==> config.mk <==
export PLATFORM = sky130hd
export DESIGN_NAME = cms_seq
export DESIGN_NICKNAME = d
export VERILOG_FILES = /design/src/rtl/cms_pkg.sv /design/src/rtl/cms_mode_reg.sv /design/src/rtl/cms_timer.sv /design/src/rtl/cms_mem.sv /design/src/rtl/cms_seq.sv
export SDC_FILE = /design/constraint.sdc
export NUM_CORES = 2
export LEC_CHECK = 0
export ABC_AREA = 1
export BUFFER_PORTS_ARGS = -buffer_cell sky130_fd_sc_hd__buf_2
export CAP_MARGIN = 20
export CELL_PAD_IN_SITES_DETAIL_PLACEMENT = 1
export CELL_PAD_IN_SITES_GLOBAL_PLACEMENT = 1
export CORE_UTILIZATION = 47
export CTS_CLUSTER_DIAMETER = 50
export DETAILED_ROUTE_END_ITERATION = 12
export PLACE_DENSITY_LB_ADDON = 0.1
export SETUP_SLACK_MARGIN = 0.05
export SLEW_MARGIN = 40
export SYNTH_ARGS = -nofsm -noshare
export SYNTH_HDL_FRONTEND = slang
export SYNTH_SLANG_ARGS = --single-unit
==> constraint.sdc <==
create_clock -name clk -period 12.7 [get_ports clk]
set_input_delay 1.27 -clock clk [delete_from_list [all_inputs] [get_ports clk]]
set_output_delay 1.27 -clock clk [all_outputs]
set_load 0.05 [all_outputs]
==> src/rtl/cms_pkg.sv <==
package cms_pkg;
  typedef enum logic [1:0] {
    MODE_FILL = 2'b00,
    MODE_TEST = 2'b01,
    MODE_INIT = 2'b10,
    MODE_NORM = 2'b11
  } cms_mode_e;

  localparam logic [1:0] OP_READ  = 2'b00;
  localparam logic [1:0] OP_WRITE = 2'b01;
  localparam logic [1:0] OP_SWEEP = 2'b10;

  function automatic logic ifc_on(input logic [1:0] m);
    return (m == MODE_NORM) || (m == MODE_TEST);
  endfunction

  function automatic logic op_is_read(input logic [1:0] op);
    return (op == OP_READ) || (op == 2'b11);
  endfunction

  function automatic int unsigned op_ticks(input logic [1:0] m, input logic [1:0] op,
                                           input int unsigned fill_t, input int unsigned init_t,
                                           input int unsigned norm_t, input int unsigned sweep_t,
                                           input int unsigned test_t);
    if (m == MODE_FILL) return fill_t;
    if (op == OP_SWEEP) return sweep_t;
    if (m == MODE_TEST) return test_t;
    if (m == MODE_INIT) return init_t;
    return norm_t;
  endfunction
endpackage

==> src/rtl/cms_mode_reg.sv <==
module cms_mode_reg
  import cms_pkg::*;
(
  input  logic       clk,
  input  logic       rst_n,
  input  logic       wr,
  input  logic [1:0] wr_val,
  input  logic       busy,
  input  logic       done,
  output logic [1:0] mode
);
  logic [1:0] pend;
  logic       pend_v;
  logic       hold;

  assign hold = busy && !done;

  always_ff @(posedge clk or negedge rst_n) begin
    if (!rst_n) begin
      mode   <= MODE_FILL;
      pend   <= MODE_FILL;
      pend_v <= 1'b0;
    end else if (wr && hold) begin
      pend   <= wr_val;
      pend_v <= 1'b1;
    end else if (wr) begin
      mode   <= wr_val;
      pend_v <= 1'b0;
    end else if (done && pend_v) begin
      mode   <= pend;
      pend_v <= 1'b0;
    end
  end
endmodule

==> src/rtl/cms_timer.sv <==
module cms_timer #(
  parameter int CNT_W = 16
) (
  input  logic             clk,
  input  logic             rst_n,
  input  logic             start,
  input  logic [CNT_W-1:0] load,
  output logic             busy,
  output logic             done
);
  logic [CNT_W-1:0] cnt;

  assign done = busy && (cnt == '0);

  always_ff @(posedge clk or negedge rst_n) begin
    if (!rst_n) begin
      busy <= 1'b0;
      cnt  <= '0;
    end else if (start) begin
      busy <= 1'b1;
      cnt  <= load;
    end else if (done) begin
      busy <= 1'b0;
    end else if (busy) begin
      cnt <= cnt - 1'b1;
    end
  end
endmodule

==> src/rtl/cms_mem.sv <==
module cms_mem #(
  parameter int DEPTH  = 256,
  parameter int DATA_W = 8,
  parameter int CODE_W = 4,
  parameter int ADDR_W = 8
) (
  input  logic                     clk,
  input  logic                     rst_n,
  input  logic                     bc_start,
  input  logic [DATA_W-1:0]        bc_data,
  input  logic [CODE_W-1:0]        bc_code,
  input  logic                     bc_wd,
  input  logic                     bc_wc,
  input  logic                     sw_en,
  input  logic [ADDR_W-1:0]        sw_addr,
  input  logic [DATA_W-1:0]        sw_data,
  input  logic [CODE_W-1:0]        sw_code,
  input  logic                     sw_wd,
  input  logic                     sw_wc,
  input  logic [ADDR_W-1:0]        rd_addr,
  output logic [CODE_W+DATA_W-1:0] rd_entry
);
  localparam int IDX_W = ADDR_W + 1;

  logic [DATA_W-1:0] dmem [DEPTH];
  logic [CODE_W-1:0] cmem [DEPTH];
  logic              walking;
  logic [IDX_W-1:0]  idx;
  logic [DATA_W-1:0] w_data;
  logic [CODE_W-1:0] w_code;
  logic              w_d, w_c;
  logic [ADDR_W-1:0] w_addr;

  assign w_addr   = idx[ADDR_W-1:0];
  assign rd_entry = {cmem[rd_addr], dmem[rd_addr]};

  always_ff @(posedge clk or negedge rst_n) begin
    if (!rst_n) begin
      walking <= 1'b0;
      idx     <= '0;
      w_data  <= '0;
      w_code  <= '0;
      w_d     <= 1'b0;
      w_c     <= 1'b0;
    end else if (bc_start) begin
      walking <= 1'b1;
      idx     <= '0;
      w_data  <= bc_data;
      w_code  <= bc_code;
      w_d     <= bc_wd;
      w_c     <= bc_wc;
    end else if (walking) begin
      idx     <= idx + 1'b1;
      walking <= (idx != IDX_W'(DEPTH - 1));
    end
  end

  always_ff @(posedge clk) begin
    if (walking) begin
      if (w_d) dmem[w_addr] <= w_data;
      if (w_c) cmem[w_addr] <= w_code;
    end else if (sw_en) begin
      if (sw_wd) dmem[sw_addr] <= sw_data;
      if (sw_wc) cmem[sw_addr] <= sw_code;
    end
  end
endmodule

==> src/rtl/cms_seq.sv <==
module cms_seq
  import cms_pkg::*;
#(
  parameter int DEPTH   = 256,
  parameter int DATA_W  = 8,
  parameter int CODE_W  = 4,
  parameter int ADDR_W  = $clog2(DEPTH),
  parameter int FILL_T  = 512,
  parameter int INIT_T  = 5,
  parameter int NORM_T  = 19,
  parameter int SWEEP_T = 2070,
  parameter int TEST_T  = 4114
) (
  input  logic                     clk,
  input  logic                     rst_n,
  input  logic                     mode_wr,
  input  logic [1:0]               mode_in,
  input  logic                     cmd_valid,
  input  logic [1:0]               cmd_op,
  input  logic                     cmd_field,
  input  logic [ADDR_W-1:0]        cmd_addr,
  input  logic [DATA_W-1:0]        cmd_data,
  output logic                     busy,
  output logic                     err,
  output logic                     ifc_en,
  output logic [1:0]               mode_out,
  output logic [CODE_W+DATA_W-1:0] host_rdata
);
  localparam int CNT_W = $clog2(FILL_T + INIT_T + NORM_T + SWEEP_T + TEST_T + 1);

  logic                     cmd_accept, op_done, bc_start;
  logic [CNT_W-1:0]         ticks_m1;
  logic [1:0]               op_q, mode_q;
  logic                     field_q;
  logic [ADDR_W-1:0]        addr_q, rd_addr;
  logic [DATA_W-1:0]        data_q;
  logic                     sw_en;
  logic [CODE_W+DATA_W-1:0] rd_entry;

  assign cmd_accept = cmd_valid && !busy;
  assign ticks_m1   = CNT_W'(op_ticks(mode_out, cmd_op, FILL_T, INIT_T, NORM_T, SWEEP_T, TEST_T) - 1);
  assign bc_start   = cmd_accept && ((mode_out == MODE_FILL) ||
                                     (mode_out == MODE_TEST && cmd_op == OP_WRITE));
  assign sw_en      = op_done && (op_q == OP_WRITE) &&
                      (mode_q == MODE_INIT || mode_q == MODE_NORM);
  assign rd_addr    = (mode_q == MODE_TEST) ? '0 : addr_q;
  assign ifc_en     = ifc_on(mode_out);

  cms_mode_reg u_mode (
    .clk(clk), .rst_n(rst_n), .wr(mode_wr), .wr_val(mode_in),
    .busy(busy), .done(op_done), .mode(mode_out)
  );

  cms_timer #(.CNT_W(CNT_W)) u_timer (
    .clk(clk), .rst_n(rst_n), .start(cmd_accept), .load(ticks_m1),
    .busy(busy), .done(op_done)
  );

  cms_mem #(.DEPTH(DEPTH), .DATA_W(DATA_W), .CODE_W(CODE_W), .ADDR_W(ADDR_W)) u_mem (
    .clk(clk), .rst_n(rst_n),
    .bc_start(bc_start), .bc_data(cmd_data),
    .bc_code((mode_out == MODE_FILL) ? '0 : cmd_data[CODE_W-1:0]),
    .bc_wd((mode_out == MODE_FILL) || !cmd_field),
    .bc_wc((mode_out == MODE_FILL) || cmd_field),
    .sw_en(sw_en), .sw_addr(addr_q), .sw_data(data_q), .sw_code(data_q[CODE_W-1:0]),
    .sw_wd(!field_q), .sw_wc(field_q),
    .rd_addr(rd_addr), .rd_entry(rd_entry)
  );

  always_ff @(posedge clk or negedge rst_n) begin
    if (!rst_n) begin
      op_q       <= OP_READ;
      mode_q     <= MODE_FILL;
      field_q    <= 1'b0;
      addr_q     <= '0;
      data_q     <= '0;
      err        <= 1'b0;
      host_rdata <= '0;
    end else begin
      if (cmd_accept) begin
        op_q    <= cmd_op;
        mode_q  <= mode_out;
        field_q <= cmd_field;
        addr_q  <= cmd_addr;
        data_q  <= cmd_data;
      end
      if (cmd_valid && busy) err <= 1'b1;
      if (op_done && op_is_read(op_q) && mode_q != MODE_FILL) host_rdata <= rd_entry;
    end
  end
endmodule

* Word level (Yosys, flattened, before mapping)
Memory sizes are Yosys's and may differ from the RTL's. A register that Yosys moved wholly into a read port is not among the register bits.
Index checks and enable logic that the tools add are counted.
** Storage, ports and cells
- Word-level logic and storage cells :: 125
- Bits in writable memories :: 3072
- Memories :: 2
- Output and inout port bits :: 17
- Register bits after elaboration :: 65
- Input port bits :: 25
** Cells by class
- Equality and inequality tests :: 12
- Reductions and logical operators :: 36
- Muxes and demuxes :: 54
- Bitwise logic cells :: 1
- Add/sub/neg operators :: 3
** Memory list
- u_mem.dmem :: words 256, bits a word 8, rd ports 1, clocked after Yosys merged registers in 1, write ports 1, RTL line cms_mem.sv:25 : logic [DATA_W-1:0] dmem [DEPTH];
- u_mem.cmem :: words 256, bits a word 4, rd ports 1, clocked after Yosys merged registers in 1, write ports 1, RTL line cms_mem.sv:26 : logic [CODE_W-1:0] cmem [DEPTH];
** Operators with widths (count)
- $mux 13 :: 9
- $mux 1 :: 33
- $mux 8 :: 4
- $sub 13x1->13 const B :: 2
- $mux 9 :: 2
- $logic_not 13->1 :: 1
- $eq 2x2->1 const B :: 6
- $logic_and 1x1->1 :: 12
- $mux 12 :: 1
- $mux 10 :: 1
- $reduce_bool 2->1 :: 5
- $add 9x1->9 const B :: 1
- $ne 9x8->1 const B :: 1
- $eq 2x1->1 const B :: 4
- $mux 4 :: 2
- $reduce_or 8->1 :: 1
- $logic_or 1x1->1 :: 6
- $logic_not 1->1 :: 5
- $logic_not 2->1 :: 2
- $mux 2 :: 2
- $reduce_and 2->1 :: 2
- $reduce_or 4->1 :: 1
- $reduce_bool 3->1 :: 1
- $ne 2x2->1 const B :: 1
- $not 1->1 :: 1

* Logic depth before layout (Yosys ltp)
- Word-level depth :: 14
- Gate-level depth with buffers :: 18
- Depth with buffers taken out :: 16

* Hierarchy
Synthesis repeated with hierarchy kept, for this count alone.
** Unflattened totals
- Cell total of the unflattened synthesis :: 11205
- Area, all modules :: 129397.9 sq um
** By module, submodules not included
- cms_mem :: area each 126535.1 sq um, cells each 10837, instances 1, sequential area each 92849.0 sq um
- cms_seq :: area each 1559.0 sq um, cells each 185, instances 1, sequential area each 850.8 sq um
- cms_timer :: area each 1056.0 sq um, cells each 152, instances 1, sequential area each 350.3 sq um
- cms_mode_reg :: area each 247.7 sq um, cells each 31, instances 1, sequential area each 125.1 sq um

* Worst setup path before layout
Ideal clock, no wire load.
- Path kind :: reg-to-reg
- Start point :: register u_timer.busy
- End point :: memory u_mem.dmem[0][0] (data pin)
- Path buffers :: 2
- Cell stages (with the launch flop) :: 7
- Clock period less this slack :: 13586 ps
- Data arrival time :: 11398 ps
- Data required time :: 10512 ps
- Library setup time :: 2188 ps
- Setup slack :: -886 ps
- Cell sequence :: dfrtp_1 > inv_1 > nor2_2 > nand3b_1 > buf_2 > clkbuf_1 > o21ai_0
** Between the ends
- Longest elaborated chain between the ends :: 8
** Ends and longest elaborated chain
- start: declaration :: RTL line cms_timer.sv:8 : output logic busy,
- start signal: assignment :: RTL line cms_timer.sv:17 : busy <= 1'b0;
- start signal: assignment :: RTL line cms_timer.sv:20 : busy <= 1'b1;
- start signal: assignment :: RTL line cms_timer.sv:23 : busy <= 1'b0;
- $logic_and 1x1->1 :: RTL line cms_timer.sv:13 : assign done = busy && (cnt == '0);
- $logic_and 1x1->1 (2 in a row) :: RTL line cms_seq.sv:44 : assign sw_en = op_done && (op_q == OP_WRITE) &&
- $mux 1 :: RTL line cms_mem.sv:62 : end else if (sw_en) begin
- $mux 1 :: RTL line cms_mem.sv:59 : if (walking) begin
- $mux 1 (implied by the code) :: RTL line cms_mem.sv:63 : if (sw_wd) dmem[sw_addr] <= sw_data;
- $reduce_or 8->1 (no source line)
- $mux 8 (no source line)
- end: declaration :: RTL line cms_mem.sv:25
Every way passes these cells.

* Worst setup path in the final report
- Start point :: register mode_q[1]
- End point :: register host_rdata[3] (read register of u_mem.dmem)
** Between the ends
- Longest elaborated chain between the ends :: 2
- Elaborated cells on any way between the ends :: 4
- Classes of those cells :: eq/ne: 1; mux: 1; reduce/logical: 2
** Ends and longest elaborated chain
- start: declaration :: RTL line cms_seq.sv:33 : logic [1:0] op_q, mode_q;
- start signal: assignment :: RTL line cms_seq.sv:82 : mode_q <= mode_out;
- $eq 2x1->1 / $reduce_bool 2->1 (equally long branches) :: RTL line cms_seq.sv:46, cms_seq.sv:88
- $mux 8 / $logic_and 1x1->1 (equally long branches) :: RTL line cms_seq.sv:46, cms_seq.sv:88
- end: declaration :: RTL line cms_seq.sv:27 : output logic [CODE_W+DATA_W-1:0] host_rdata
Several ways; a longest one is shown, not always the timed one.
A chain may end at the register's enable or synchronous reset.

==> results.md <==
- Status: finished, final reports clean
- Remaining DRCs: 0
- Initial Utilization: 0.473
- H-tree levels: 5
- Slew headroom: 0.321
- Die width: ~550 um
- Crit Path Category: flop to flop
- Sw Share: 0.411
- Area leader, netlist: edfxtp_1
- Synth Instances: ~13000
- RSZ-0062 raised after global routing: false
- Worst hold margin: 0.247 ns
- Tcrit/Tclk final: 0.477
- Largest net degree at the start of global routing: 176
- Post-CTS Setup Inserts: 0
- Final wirelength: 443000 um
- Clk network pwr share: 0.295
- Core Rows: ~200
- Drt first pass iters: 6
- Hold buffers post-CTS: 0
- Final min period: approximately 6 ns
- Sequential power share: 0.331
- Post-synth EDFFs: ~3000
- Clock edge transition at the registers on the reported setup and hold paths: 0.06 ns
- DRT iter0 DRCs: about 9300
- DP Wirelength: roughly 250000 um
- IO Count: 42
- Total power: between 30 and 40 mW
- Max-Cap Viols: 0
- Final Hold Violating Endpoints: 0
- Yosys warns: 0
- Cell area after layout: between 150000 and 200000 um^2
- Post-route clock skew: 0.0544 ns
- Post-CTS sizing: 0
- Synth Flop Type: edfxtp_1
- Finish-stage setup viols: 0
- Number of global-route vias before repair: slightly above 100k
- Least-Margin Pin Slew: approximately 1 ns
- TritonCTS buffer count: roughly 400
- Area grow syn2layout: 12.9%
- Switching power: 16.2 mW
- Leakage power: approximately 60 nW
- Seq cells post-synth: about 3100
- Synthesized Nets: about 13000
- Gp weighted congestion: ~0.83
- Clock sinks: 3149
- All-Layer GR Usage: 0.294
- Netlist Area Pre-Place: around 140000 um^2
- Final nets: roughly 13000
- Layout cell share with drive strength beyond 1: 0.0867
- Hold Crit Class: primary input to async pin
- PD cells: 251 nW/um^2
- Final Max Slew Viols: 0
- Startpoint types: flop
- Netlist cell types: 41
- WP data required: 13.60 ns
- Die height: 546 um
- Critical Path AT: 6.97 ns
- Max rail drop VDD: around 0.21 mV
- Peak Freq: 165 MHz
- Die Area: roughly 300000 um^2
- Sequential area share after synthesis: 0.678
- Core Area: just under 300000 um^2
- Antenna Nets Post-Route: 0
- CTS Buffer Depth: 4
- Worst Reg2Reg Path Length in Cells: 17
- Asr flop ratio synth: 0.0245
- Area of placed instances: approximately 140000 um^2
- Antenna violations before repair: 13
- Top cell type's share of synthesized area: 0.664
- CP endpoint kind: flop
- Routed vias: 97300
- Number of vias per cell: approximately 5.7
- Area contributors post-synth: edfxtp_1 66%, nand3_1 10%, nand2_1 6.9%
- Port bufs: between 40 and 50
- First-pass GRT wire length: between 600000 and 700000 um
- Clock root cell: clkbuf_16
- Crit-path max FO: around 140
- Combinational share of power: 0.373
- Global route overflow: 0
- Synthesized area per cell: between 10 and 15 um^2
- TritonCTS clock tree: done
- Clock Latency Late Sink: approximately 0.95 ns
- Pint: between 20 and 25 mW
- Wire per inst: between 20 and 30 um
[synth_stat cells, drive strengths merged, types with 2 or more instances]
master	n
and3	2
nand2	2549
nor4	4
a31oi	2
xor2	7
nand3b	793
o22ai	2
nand3	2873
inv	1696
or2	17
buf	306
a21oi	11
ha	4
edfxtp	3072
nor2	724
nor3	9
dfrtp	77
nand4	2
o21ai	123
o211ai	99
clkbuf	556
[power by group through the flow]
stage               sequential (mW)  combinational [mW]  clock (mW)
floorplan                      14.0                8.45           0
global placement               13.3                14.0           0
detailed placement             13.3                14.5           0
CTS                            13.0                14.5        11.8
global route                   13.1                15.7        12.1
finish                         13.0                14.7        11.6
[path summary, 6_finish.rpt]
check | start | to | slack, ns
setup reg to reg | mode_q[1] | host_rdata[3] | 6.64
setup / recovery | mode_q[1] | host_rdata[3] | 6.64
min in group clk | err | err | 0.46
hold reg to reg | err | err | 0.46
hold / removal | rst_n | u_mode.mode[1] | 0.25
max in group asynchronous | rst_n | addr_q[0] | 11.43
[layout by cell type, fill, tap and decap left out, types with 51 or more instances in the layout]
| master | synthesis | routed |
|---|---|---|
| nand3b_1 | 793 | 793 |
| dfrtp_1 | 77 | 76 |
| inv_1 | 1685 | 1676 |
| clkbuf_16 | 0 | 406 |
| clkinv_2 | 0 | 58 |
| bufinv_16 | 0 | 51 |
| nor2_2 | 16 | 139 |
| nor2_1 | 695 | 568 |
| buf_4 | 3 | 89 |
| nand2_1 | 2539 | 2519 |
| o211ai_1 | 99 | 99 |
| o21ai_0 | 106 | 98 |
| edfxtp_1 | 3072 | 3072 |
| nand3_1 | 2848 | 2840 |
| clkinv_1 | 1 | 57 |
[critical path, stage by stage (launching register included)]
cell and delay (ns):
dfrtp_1 0.39, inv_1 0.10, nand2_4 0.40, buf_12 0.37, nand2_4 0.45, inv_8 0.68, buf_12 0.51, buf_4 0.75
nand2_1 0.19, nand3_1 0.16, nand3_1 0.16, nand3_1 0.18, nand3_1 0.26, nand3_1 0.39, nand3_1 0.28, nand2_1 0.15
nand2_1 0.06, nand2_1 0.08
[state kept, by name, indices dropped and copies added (netlist names), 4 cells and up]
name and count:
host_rdata 12, u_mem.idx 9, u_mem.w_code 4, u_timer.cnt 13
u_mem.w_data 8, u_mem.dmem 2048, u_mem.cmem 1024, data_q 8
addr_q 8
[per-stage QoR]
step	cells	setup slack, ns	TNS [ns]	utilization
2_1_floorplan	12900	-0.886	-1642.51	-
3_3_place_gp	16200	6.00	0	0.484
3_5_place_dp	16200	6.27	0	0.486
4_1_cts	16900	6.27	0	0.532
5_1_grt	16900	6.49	0	0.534
6_report	17000	6.64	0	0.534
[cell type report]
cell class	count	area (um^2)
diodes	6	15.0
clock buffers	456	10400
clock inverters	283	3220
fillers	30900	137000
inverters	1697	6410
multi-input cells	7228	35500
flip-flops and latches	3149	94200
well taps	3919	4900
repair buffers	213	2300
[cells by family after synthesis]
family	count (synthesis)	share of synthesized area
and+or+nand+nor	6973	0.239
DFF	3149	0.678
buffers and inverters	2559	0.0711
AOI/OAI and AO/OA	243	0.0114
xor gates and xnor gates	8	0.000504
adders and majority gates	4	0.000360
[layer usage]
layer / global-route usage / part of all wire
met4: 0.0959 / 0.032
met3: 0.0415 / 0.063
met5: 0 / 0.000018
met1: 0.402 / 0.43
met2: 0.483 / 0.48
No activity file was read; power rests on OpenSTA's default activity.
